### src/rtl/lsc_pkg.sv
package lsc_pkg;
  localparam int DATA_W = 8;
  localparam int ADDR_W = 5;

  // command opcodes
  localparam logic [7:0] OP_MAIN_RST   = 8'h1B;
  localparam logic [7:0] OP_START      = 8'h08;
  localparam logic [7:0] OP_SAMPLE     = 8'h10;
  localparam logic [7:0] OP_READPIX    = 8'h02;
  localparam logic [7:0] OP_ABORT      = 8'h19;
  localparam logic [7:0] OP_SMP_READ   = 8'h12;
  localparam logic [7:0] OP_SMP_RD_ST  = 8'h16;

  // register command groups in bits 7:5
  localparam logic [2:0] GRP_WRITE = 3'b010;
  localparam logic [2:0] GRP_READ  = 3'b011;

  localparam logic [ADDR_W-1:0] MODE_ADDR = 5'h1F;
  localparam int SLEEP_BIT = 4;

  typedef struct packed {
    logic mainRst;
    logic startInt;
    logic sample;
    logic readPix;
    logic abort;
  } action_t;

  typedef struct packed {
    logic              wrEn;
    logic [ADDR_W-1:0] wrAddr;
    logic [DATA_W-1:0] wrData;
    logic              rdFire;
    logic [ADDR_W-1:0] rdAddr;
  } regCtl_t;
endpackage

### src/rtl/lsc_ctrl.sv
module lsc_ctrl
  import lsc_pkg::*;
#(
  parameter int RD_DELAY = 4
) (
  input  logic              clk,
  input  logic              rstN,
  input  logic              rxValid,
  input  logic [DATA_W-1:0] rxByte,
  input  logic              ifReset,
  output action_t           act,
  output regCtl_t           regCtl
);
  localparam int CNT_W = $clog2(RD_DELAY + 1);

  typedef enum logic {ST_CMD, ST_DATA} state_t;

  state_t            state;
  logic [ADDR_W-1:0] wrAddrQ;
  logic [ADDR_W-1:0] rdAddrQ;
  logic              pendRead;
  logic              pendStart;
  logic [CNT_W-1:0]  rdCnt;
  logic              acceptCmd;

  assign acceptCmd = rxValid && (state == ST_CMD) && !ifReset;

  always_ff @(posedge clk or negedge rstN) begin
    if (!rstN) begin
      state     <= ST_CMD;
      act       <= '0;
      wrAddrQ   <= '0;
      rdAddrQ   <= '0;
      pendRead  <= 1'b0;
      pendStart <= 1'b0;
      rdCnt     <= '0;
    end else begin
      act <= '0;
      if (rdCnt != '0) rdCnt <= rdCnt - 1'b1;
      if (ifReset) begin
        state     <= ST_CMD;
        pendRead  <= 1'b0;
        pendStart <= 1'b0;
        rdCnt     <= '0;
      end else begin
        // drain the expansion of a compound opcode, one strobe per cycle
        if (pendRead) begin
          act.readPix <= 1'b1;
          pendRead    <= 1'b0;
        end else if (pendStart) begin
          act.startInt <= 1'b1;
          pendStart    <= 1'b0;
        end
        if (rxValid) begin
          if (state == ST_DATA) begin
            state <= ST_CMD;
          end else if (rxByte[7:5] == GRP_WRITE) begin
            wrAddrQ <= rxByte[ADDR_W-1:0];
            state   <= ST_DATA;
          end else if (rxByte[7:5] == GRP_READ) begin
            rdAddrQ <= rxByte[ADDR_W-1:0];
            rdCnt   <= CNT_W'(RD_DELAY);
          end else begin
            case (rxByte)
              OP_MAIN_RST:  act.mainRst  <= 1'b1;
              OP_START:     act.startInt <= 1'b1;
              OP_SAMPLE:    act.sample   <= 1'b1;
              OP_READPIX:   act.readPix  <= 1'b1;
              OP_ABORT:     act.abort    <= 1'b1;
              OP_SMP_READ: begin
                act.sample <= 1'b1;
                pendRead   <= 1'b1;
              end
              OP_SMP_RD_ST: begin
                act.sample <= 1'b1;
                pendRead   <= 1'b1;
                pendStart  <= 1'b1;
              end
              default: ;
            endcase
          end
        end
      end
    end
  end

  always_comb begin
    regCtl        = '0;
    regCtl.wrEn   = rxValid && (state == ST_DATA) && !ifReset;
    regCtl.wrAddr = wrAddrQ;
    regCtl.wrData = rxByte;
    regCtl.rdFire = (rdCnt == CNT_W'(1));
    regCtl.rdAddr = rdAddrQ;
  end


  strobe_onehot_chk: assert property (@(posedge clk) disable iff (!rstN)
    $onehot0({act.mainRst, act.startInt, act.sample, act.readPix, act.abort}));


  smp_first_chk: assert property (@(posedge clk) disable iff (!rstN || ifReset)
    (acceptCmd && (rxByte == OP_SMP_READ || rxByte == OP_SMP_RD_ST)) |=> act.sample);


  smp_then_read_chk: assert property (@(posedge clk) disable iff (!rstN || ifReset)
    (act.sample && pendRead) |=> act.readPix);


  read_then_start_chk: assert property (@(posedge clk) disable iff (!rstN || ifReset)
    (act.readPix && pendStart) |=> act.startInt);


  ifreset_drop_chk: assert property (@(posedge clk) disable iff (!rstN)
    ifReset |=> !regCtl.wrEn);
endmodule

### src/rtl/lsc_regs.sv
module lsc_regs
  import lsc_pkg::*;
#(
  parameter int NUM_ZONES = 3,
  parameter int OFS_W     = 8,
  parameter int GAIN_W    = 5
) (
  input  logic                        clk,
  input  logic                        rstN,
  input  regCtl_t                     regCtl,
  output logic [NUM_ZONES*OFS_W-1:0]  zoneOffset,
  output logic [NUM_ZONES*GAIN_W-1:0] zoneGain,
  output logic                        sleepMode,
  output logic                        txReq,
  output logic [DATA_W-1:0]           txByte
);
  localparam int MAP_TOP = 2 * NUM_ZONES;

  logic [OFS_W-1:0]  ofsQ  [NUM_ZONES];
  logic [GAIN_W-1:0] gainQ [NUM_ZONES];
  logic [DATA_W-1:0] modeQ;
  logic [DATA_W-1:0] rdData;
  logic              wrKnown;

  // configuration storage: deliberately without reset
  always_ff @(posedge clk) begin
    for (int z = 0; z < NUM_ZONES; z++) begin
      if (regCtl.wrEn && regCtl.wrAddr == ADDR_W'(2 * z))
        ofsQ[z] <= regCtl.wrData[OFS_W-1:0];
      if (regCtl.wrEn && regCtl.wrAddr == ADDR_W'(2 * z + 1))
        gainQ[z] <= regCtl.wrData[GAIN_W-1:0];
    end
    if (regCtl.wrEn && regCtl.wrAddr == MODE_ADDR)
      modeQ <= regCtl.wrData;
  end

  always_comb begin
    rdData = '0;
    for (int z = 0; z < NUM_ZONES; z++) begin
      if (regCtl.rdAddr == ADDR_W'(2 * z))     rdData = DATA_W'(ofsQ[z]);
      if (regCtl.rdAddr == ADDR_W'(2 * z + 1)) rdData = DATA_W'(gainQ[z]);
    end
    if (regCtl.rdAddr == MODE_ADDR) rdData = modeQ;
  end

  always_ff @(posedge clk or negedge rstN) begin
    if (!rstN) begin
      txReq  <= 1'b0;
      txByte <= '0;
    end else begin
      txReq <= regCtl.rdFire;
      if (regCtl.rdFire) txByte <= rdData;
    end
  end

  for (genvar z = 0; z < NUM_ZONES; z++) begin : g_zoneOut
    assign zoneOffset[z*OFS_W +: OFS_W]  = ofsQ[z];
    assign zoneGain[z*GAIN_W +: GAIN_W]  = gainQ[z];
  end
  assign sleepMode = modeQ[SLEEP_BIT];

  assign wrKnown = (32'(regCtl.wrAddr) < MAP_TOP) || (regCtl.wrAddr == MODE_ADDR);


  tx_single_chk: assert property (@(posedge clk) disable iff (!rstN)
    txReq |=> !txReq);


  gain0_write_chk: assert property (@(posedge clk) disable iff (!rstN)
    (regCtl.wrEn && regCtl.wrAddr == ADDR_W'(1))
      |=> zoneGain[GAIN_W-1:0] == $past(regCtl.wrData[GAIN_W-1:0]));


  unmapped_write_chk: assert property (@(posedge clk) disable iff (!rstN)
    (regCtl.wrEn && !wrKnown) |=> ($stable(zoneOffset) && $stable(zoneGain)));
endmodule

### src/rtl/line_sensor_cmd.sv
module line_sensor_cmd
  import lsc_pkg::*;
#(
  parameter int NUM_ZONES = 3,
  parameter int OFS_W     = 8,
  parameter int GAIN_W    = 5,
  parameter int RD_DELAY  = 4
) (
  input  logic                        clk,
  input  logic                        rstN,
  input  logic                        rxValid,
  input  logic [7:0]                  rxByte,
  input  logic                        ifReset,
  output logic                        actMainRst,
  output logic                        actStartInt,
  output logic                        actSample,
  output logic                        actReadPix,
  output logic                        actAbort,
  output logic                        txReq,
  output logic [7:0]                  txByte,
  output logic [NUM_ZONES*OFS_W-1:0]  zoneOffset,
  output logic [NUM_ZONES*GAIN_W-1:0] zoneGain,
  output logic                        sleepMode
);
  action_t act;
  regCtl_t regCtl;

  lsc_ctrl #(.RD_DELAY(RD_DELAY)) u_ctrl (
    .clk     (clk),
    .rstN    (rstN),
    .rxValid (rxValid),
    .rxByte  (rxByte),
    .ifReset (ifReset),
    .act     (act),
    .regCtl  (regCtl)
  );

  lsc_regs #(.NUM_ZONES(NUM_ZONES), .OFS_W(OFS_W), .GAIN_W(GAIN_W)) u_regs (
    .clk        (clk),
    .rstN       (rstN),
    .regCtl     (regCtl),
    .zoneOffset (zoneOffset),
    .zoneGain   (zoneGain),
    .sleepMode  (sleepMode),
    .txReq      (txReq),
    .txByte     (txByte)
  );

  assign actMainRst  = act.mainRst;
  assign actStartInt = act.startInt;
  assign actSample   = act.sample;
  assign actReadPix  = act.readPix;
  assign actAbort    = act.abort;
endmodule

### config.mk
export PLATFORM = sky130hd
export DESIGN_NAME = line_sensor_cmd
export DESIGN_NICKNAME = d
export VERILOG_FILES = /design/src/rtl/lsc_pkg.sv /design/src/rtl/lsc_ctrl.sv /design/src/rtl/lsc_regs.sv /design/src/rtl/line_sensor_cmd.sv
export SDC_FILE = /design/constraint.sdc
export NUM_CORES = 1
export LEC_CHECK = 0
export BUFFER_PORTS_ARGS = -buffer_cell sky130_fd_sc_hd__buf_2
export CORE_MARGIN = 10
export CORE_UTILIZATION = 56
export CTS_BUF_LIST = sky130_fd_sc_hd__clkbuf_4 sky130_fd_sc_hd__clkbuf_8
export DETAILED_ROUTE_END_ITERATION = 7
export GPL_TIMING_DRIVEN = 0
export PLACE_DENSITY = 0.84
export SYNTH_ARGS = -nofsm -noshare
export SYNTH_HDL_FRONTEND = slang
export SYNTH_SLANG_ARGS = --single-unit
### constraint.sdc
create_clock -name clk -period 2.2 [get_ports clk]
set_clock_uncertainty 0.1 [all_clocks]
set_input_delay 0.22 -clock clk [delete_from_list [all_inputs] [get_ports clk]]
set_output_delay 0.22 -clock clk [all_outputs]
set_load 0.005 [all_outputs]
[Word-level counts from Yosys, hierarchy flattened]
Memory sizes are Yosys's and may differ from the RTL's.
Index checks and enable logic that the tools add are counted.
Storage, ports and cells
  bits in registers: 38
  bits in latches: 0
  memory bits (writable): 39
  memory bits (read-only): 0
  input port bits: 12
  output and inout bits: 54
  word-level logic and storage cells: 131
  memories kept: 2
Memory list
  u_regs.ofsQ: words 3, bits a word 8, read ports 3, clocked after Yosys merged registers in 0, wr ports 1, line lsc_regs.sv:19  | logic [OFS_W-1:0] ofsQ [NUM_ZONES];
  u_regs.gainQ: words 3, bits a word 5, read ports 3, clocked after Yosys merged registers in 0, wr ports 1, line lsc_regs.sv:20  | logic [GAIN_W-1:0] gainQ [NUM_ZONES];
Cells by class
  add/sub/neg operators: 1
  $mul: 0
  div/mod/pow operators: 0
  magnitude comparators: 0
  equality and inequality tests: 22
  shift-type cells: 0
  multiplexer cells: 67
  bitwise logic cells: 3
  reduce and logical (&&, ||, !) cells: 22
Operator list (count)
  8-bit two-way mux: 9
  1-bit two-way mux: 41
  8-bit by 5-bit equality test with 1-bit output (second input constant): 5
  5-bit two-way mux: 7
  5-bit by 2-bit equality test with 1-bit output (second input constant): 4
  5-bit by 3-bit equality test with 1-bit output (second input constant): 4
  3-bit two-way mux: 6
  8-bit OR reduction: 2
  5-bit by 1-bit equality test with 1-bit output (second input constant): 2
  5-bit equality test (second input constant): 2
  5-bit zero test: 2
  5-bit OR reduction: 2
  1-bit logical AND: 9
  8-bit by 2-bit equality test with 1-bit output (second input constant): 1
  8-bit by 4-bit equality test with 1-bit output (second input constant): 1
  2-bit two-way mux: 4
  3-bit by 2-bit equality test with 1-bit output (second input constant): 2
  5-bit AND reduction: 1
  4-bit AND reduction: 1
  3-bit by 1-bit equality test with 1-bit output (second input constant): 1
  1-bit NOT: 3
  3-bit nonzero test: 1
  3-bit OR reduction: 1
  3-bit by 1-bit subtractor with 3-bit output (second input constant): 1
  3 further kinds: 3

[Depth between registers and ports, before layout]
  word-level depth: 8
  gate-level depth with buffers: 6
  gate-level depth less buffers: 6

[Hierarchy]
Synthesis repeated with hierarchy kept, for this count alone.
Unflattened totals
  cell total of the unflattened synthesis: 234
  area, all modules: 3321.9 um^2
Modules (own cells, without submodules)
  lsc_regs: instances 1, cells an instance 150, area an instance 2277.2 um^2, seq. area each 1636.6 um^2
  lsc_ctrl: instances 1, cells an instance 84, area an instance 1044.8 um^2, seq. area each 525.5 um^2

[Least setup slack after synthesis]
Ideal clock, no wire load.
  path kind: in2reg
  from: in ifReset
  to: mem u_regs.ofsQ[2][0], in the netlist u_regs.ofsQ[0][16], enable pin
  arrival time: 1.501 ns
  required time: 1.717 ns
  setup slack: 0.216 ns
  cell stages on the path: 4
  path buffers: 0
  cell sequence: and2b_1 nand3_1 or3_1 nor3_1
Between the ends
  word-level cells in the longest chain between the ends: 8
  elaborated cells on any way between the ends: 17
Ends and longest elaborated chain
  from (decl): line line_sensor_cmd.sv:13  | input logic ifReset,
  1-bit zero test (*)
  1-bit logical AND (*): line lsc_ctrl.sv:89  | regCtl.wrEn = rxValid && (state == ST_DATA) && !ifReset;
  1-bit logical AND: line lsc_regs.sv:28  | if (regCtl.wrEn && regCtl.wrAddr == ADDR_W'(2 * z))
  1-bit two-way mux: line lsc_regs.sv:28
  1-bit two-way mux (not written as such): line lsc_regs.sv:29  | ofsQ[z] <= regCtl.wrData[OFS_W-1:0];
  8-bit OR reduction (no line)
  2-bit two-way mux (no line) / 1-bit two-way mux (equally long branches) (2 in a row)
  to (decl): line lsc_regs.sv:19
Every way passes the cells marked *; elsewhere a longest branch is shown, timed or not.

[Worst setup path in the final report]
  from: reg u_ctrl.wrAddrQ[0]
  to: reg u_regs.modeQ[3], enable pin
Between the ends
  word-level cells in the longest chain between the ends: 2
Ends and longest elaborated chain
  from (decl): line lsc_ctrl.sv:19  | logic [ADDR_W-1:0] wrAddrQ;
  from (signal assigned): line lsc_ctrl.sv:58  | wrAddrQ <= rxByte[ADDR_W-1:0];
  5-bit equality test: line lsc_regs.sv:33  | if (regCtl.wrEn && regCtl.wrAddr == MODE_ADDR)
  1-bit logical AND: line lsc_regs.sv:33
  to (signal assigned): line lsc_regs.sv:34  | modeQ <= regCtl.wrData;
  to (decl): line lsc_regs.sv:21  | logic [DATA_W-1:0] modeQ;
Every way passes these cells.
A chain may end at the register's enable or synchronous reset.

==> flow_metrics.env <==
export IMPL_status="finished, final reports clean"
export IMPL_synthesis_area_sq_um=3080
export IMPL_synth_seq_cells=77
export IMPL_syn_area_per_cell_sq_um=14.9
export IMPL_drtIter0Drc=91
export IMPL_dieHeight_microns=94.1
export IMPL_grt_max_degree=31
export IMPL_root_buffer="clkbuf_8"
export IMPL_rows=26
export IMPL_ys_flop_type="edfxtp_1"
export IMPL_synthArstFlopShare_pct=39.0
export IMPL_routed_wl_microns=6970
export IMPL_drtPass1Iterations=4
export IMPL_fin_crit_sh_pct=93.1
export IMPL_ys_warn_count=0
export IMPL_post_place_cells=341
export IMPL_grt_setup_unrepaired="no"
export IMPL_numCtsBuffers=9
export IMPL_nFillCells=367
export IMPL_critPathRequiredTime_ps=2070
export IMPL_synth_cell_types=41
export IMPL_ir_worst_vdd_uv=702
export IMPL_path_cells="nand2_1 > nor3_1"
export IMPL_viasPerCell=5.64
export IMPL_clk_latency_ps=350
export IMPL_ys_seq_area_share_pct=70.3
export IMPL_hold_path_class="in2reg"
export IMPL_antenna_cells=0
export IMPL_hold_viol=0
export IMPL_final_setup_viol_count=0
export IMPL_core_area_sq_um=5200
export IMPL_end_kind="flip-flop"
export IMPL_max_slew_margin_pct=17.9
export IMPL_h_tree_depth=3
export IMPL_place_congestion=0.794
export IMPL_clockBufferDepth=2
export IMPL_port_buffers=65
export IMPL_dp_hpwl_microns=5180
export IMPL_slew_viol_final=0
export IMPL_routedWlPerCell_microns=19.4
export IMPL_grt_total_usage_pct=16.0
export IMPL_fmaxAchievable_ghz=0.488
export IMPL_cpLargestDelayFamily="simple AND/OR/NAND/NOR gates"
export IMPL_synth_edf_count=47
export IMPL_cellPowerDensity_nw_per_um2=941
export IMPL_path_class="reg2reg"
export IMPL_finalNonFillerCells=359
export IMPL_maxCapViolations=0
export IMPL_grt_pass1_vias=2067
export IMPL_max_stage_delay_ps=990
export IMPL_gr_total_overflow=0
export IMPL_syn_nets=221
export IMPL_whs_ps=15.7
export IMPL_antenna_found_initial=0
export IMPL_period_needed_ps=2050
export IMPL_cts_tree="yes"
export IMPL_die_w_microns=94.1
export IMPL_tightest_slew_ps=1220
export IMPL_drc_errors=0
export IMPL_leakage_nw=1.51
export IMPL_synth_cells=206
export IMPL_setup_slack_ps=152
export IMPL_crit_arrival_ps=1910
export IMPL_area_delta_synth_final_pct=21.1
export IMPL_ant_nets=0
export IMPL_grt_pass1_wl_microns=10800
export IMPL_crit_buf_inv=0
export IMPL_clkTransAtPathRegs_ps=80
export IMPL_initial_core_util_pct=59.1
export IMPL_io_pin_count=66
export IMPL_cts_sinks=77
export IMPL_layout_drive_gt1_share_pct=36.7
export IMPL_cp_slowest_cell="nor3_1"
export IMPL_num_nets_final=299
export IMPL_place_ws_ps=-476
export IMPL_fp_dieArea_sq_um=8860
export IMPL_cp_max_fo=8
export IMPL_num_vias=2025
export IMPL_crit_path_start_kind="flip-flop"
## area by class of cell
| type | instances | area, sq um | share of cell area, % |
|---|---|---|---|
| timing repair buffer | 67 | 345 | 9.27 |
| clock buffer | 10 | 138 | 3.70 |
| buffer | 5 | 23.8 | 0.638 |
| sequential | 77 | 2160 | 58.1 |
| tap | 70 | 87.6 | 2.35 |
| inverter | 7 | 26.3 | 0.706 |
| multi-input combinational | 117 | 878 | 23.6 |
| clock inverter | 6 | 62.6 | 1.68 |
## registers in the layout, summed over array words and instances (netlist names)
signal,count
u_ctrl.rdAddrQ,5
u_ctrl.wrAddrQ,5
u_regs.txByte,8
u_ctrl.state,1
u_ctrl.rdCnt,3
u_ctrl.pendStart,1
u_regs.ofsQ,24
u_ctrl.act,5
u_regs.gainQ,15
u_regs.txReq,1
u_regs.modeQ,8
u_ctrl.pendRead,1
## synthesized netlist by cell type, types with 2 or more instances
master | count | area [sq um]
edfxtp_1 | 47 | 1410
dfrtp_1 | 30 | 751
nand2_1 | 15 | 56.3
nor2_1 | 14 | 52.6
mux2i_1 | 9 | 90.1
nor3_1 | 9 | 45.0
mux2_2 | 8 | 90.1
inv_1 | 7 | 26.3
a221oi_1 | 6 | 52.6
o21ai_0 | 6 | 30.0
o21ai_1 | 6 | 30.0
buf_2 | 4 | 20.0
mux4_2 | 4 | 90.1
ha_1 | 3 | 37.5
nand2b_1 | 3 | 18.8
nand3_1 | 3 | 15.0
nand3b_1 | 3 | 22.5
nand4_1 | 3 | 18.8
or3_1 | 3 | 18.8
nor2_2 | 2 | 12.5
## worst paths after layout
path	startpoint	end	slack, ps	depth (start not counted)
min in group asynchronous	rstN	u_regs.txByte[4]	350	2
worst min-delay path	ifReset	u_ctrl.rdCnt[2]	20	2
worst max register to register	u_ctrl.wrAddrQ[0]	u_regs.modeQ[3]	150	2
max in group asynchronous	rstN	u_ctrl.rdAddrQ[0]	1210	2
worst min register to register	u_regs.txByte[3]	u_regs.txByte[3]	380	2
worst max-delay path	u_ctrl.wrAddrQ[0]	u_regs.modeQ[3]	150	2
## cells by family after synthesis
logic type,count (synthesis),synth area share (%)
compound gates,30,7.32
flops,77,70.3
mux,21,8.79
buf+inv,12,1.63
xor+xnor,1,0.285
simple gates,62,10.5
fa+ha+maj,3,1.22
## power by group
group / internal [W] / switching (W)
clock network: 0.000550 / 0.000508
registers: 0.00167 / 0.000103
logic: 0.000305 / 0.000366
## worst register-to-register path: stages, from the launching register on
cell and delay, ps:
dfrtp_1 470, nand2_1 100, nor3_1 990
## per-stage QoR
stage / instance area [sq um] / total power (W) / TNS [ps] / utilization, %
3_3_place_gp: 3490 / 0.00244 / -4650 / 67.0
6_report: 3720 / 0.00350 / 0 / 71.5
3_5_place_dp: 3490 / 0.00248 / -6480 / 67.0
5_1_grt: 3720 / 0.00368 / 0 / 71.5
4_1_cts: 3720 / 0.00353 / 0 / 71.5
2_1_floorplan: 3080 / 0.00224 / 0 / -
## cells in the final DEF, fill, tap and decap left out, types with 3 or more instances in the layout
cell type,instances
nand3b_1,3
or3_1,3
o21ai_1,6
clkinvlp_4,3
edfxtp_1,47
nand4_1,3
nand2_1,15
buf_2,69
o21ai_0,6
mux2_2,8
ha_1,3
dfrtp_1,30
clkbuf_8,10
inv_1,7
nor3_1,7
mux2i_1,9
nand3_1,3
a221oi_1,6
nand2b_1,3
nor2_1,14
mux4_2,4
## repair_timing
item                       4_1_cts  5_1_grt
hold buffers                     2        0
hold endpoints to repair        31        0
resized for setup                3        0
setup endpoints to repair       24        0
buffers inserted                 0        0
## layer usage
layer / vias up / GRT usage, % / wire length, microns
li1: 943 / - / -
met1: 1000 / 18.3 / 2710
met2: 70 / 27.0 / 3580
met3: 12 / 4.16 / 557
met4: 0 / 8.61 / 121
met5: - / 0 / 0
Note: power is estimated with default switching activity, not from simulation.
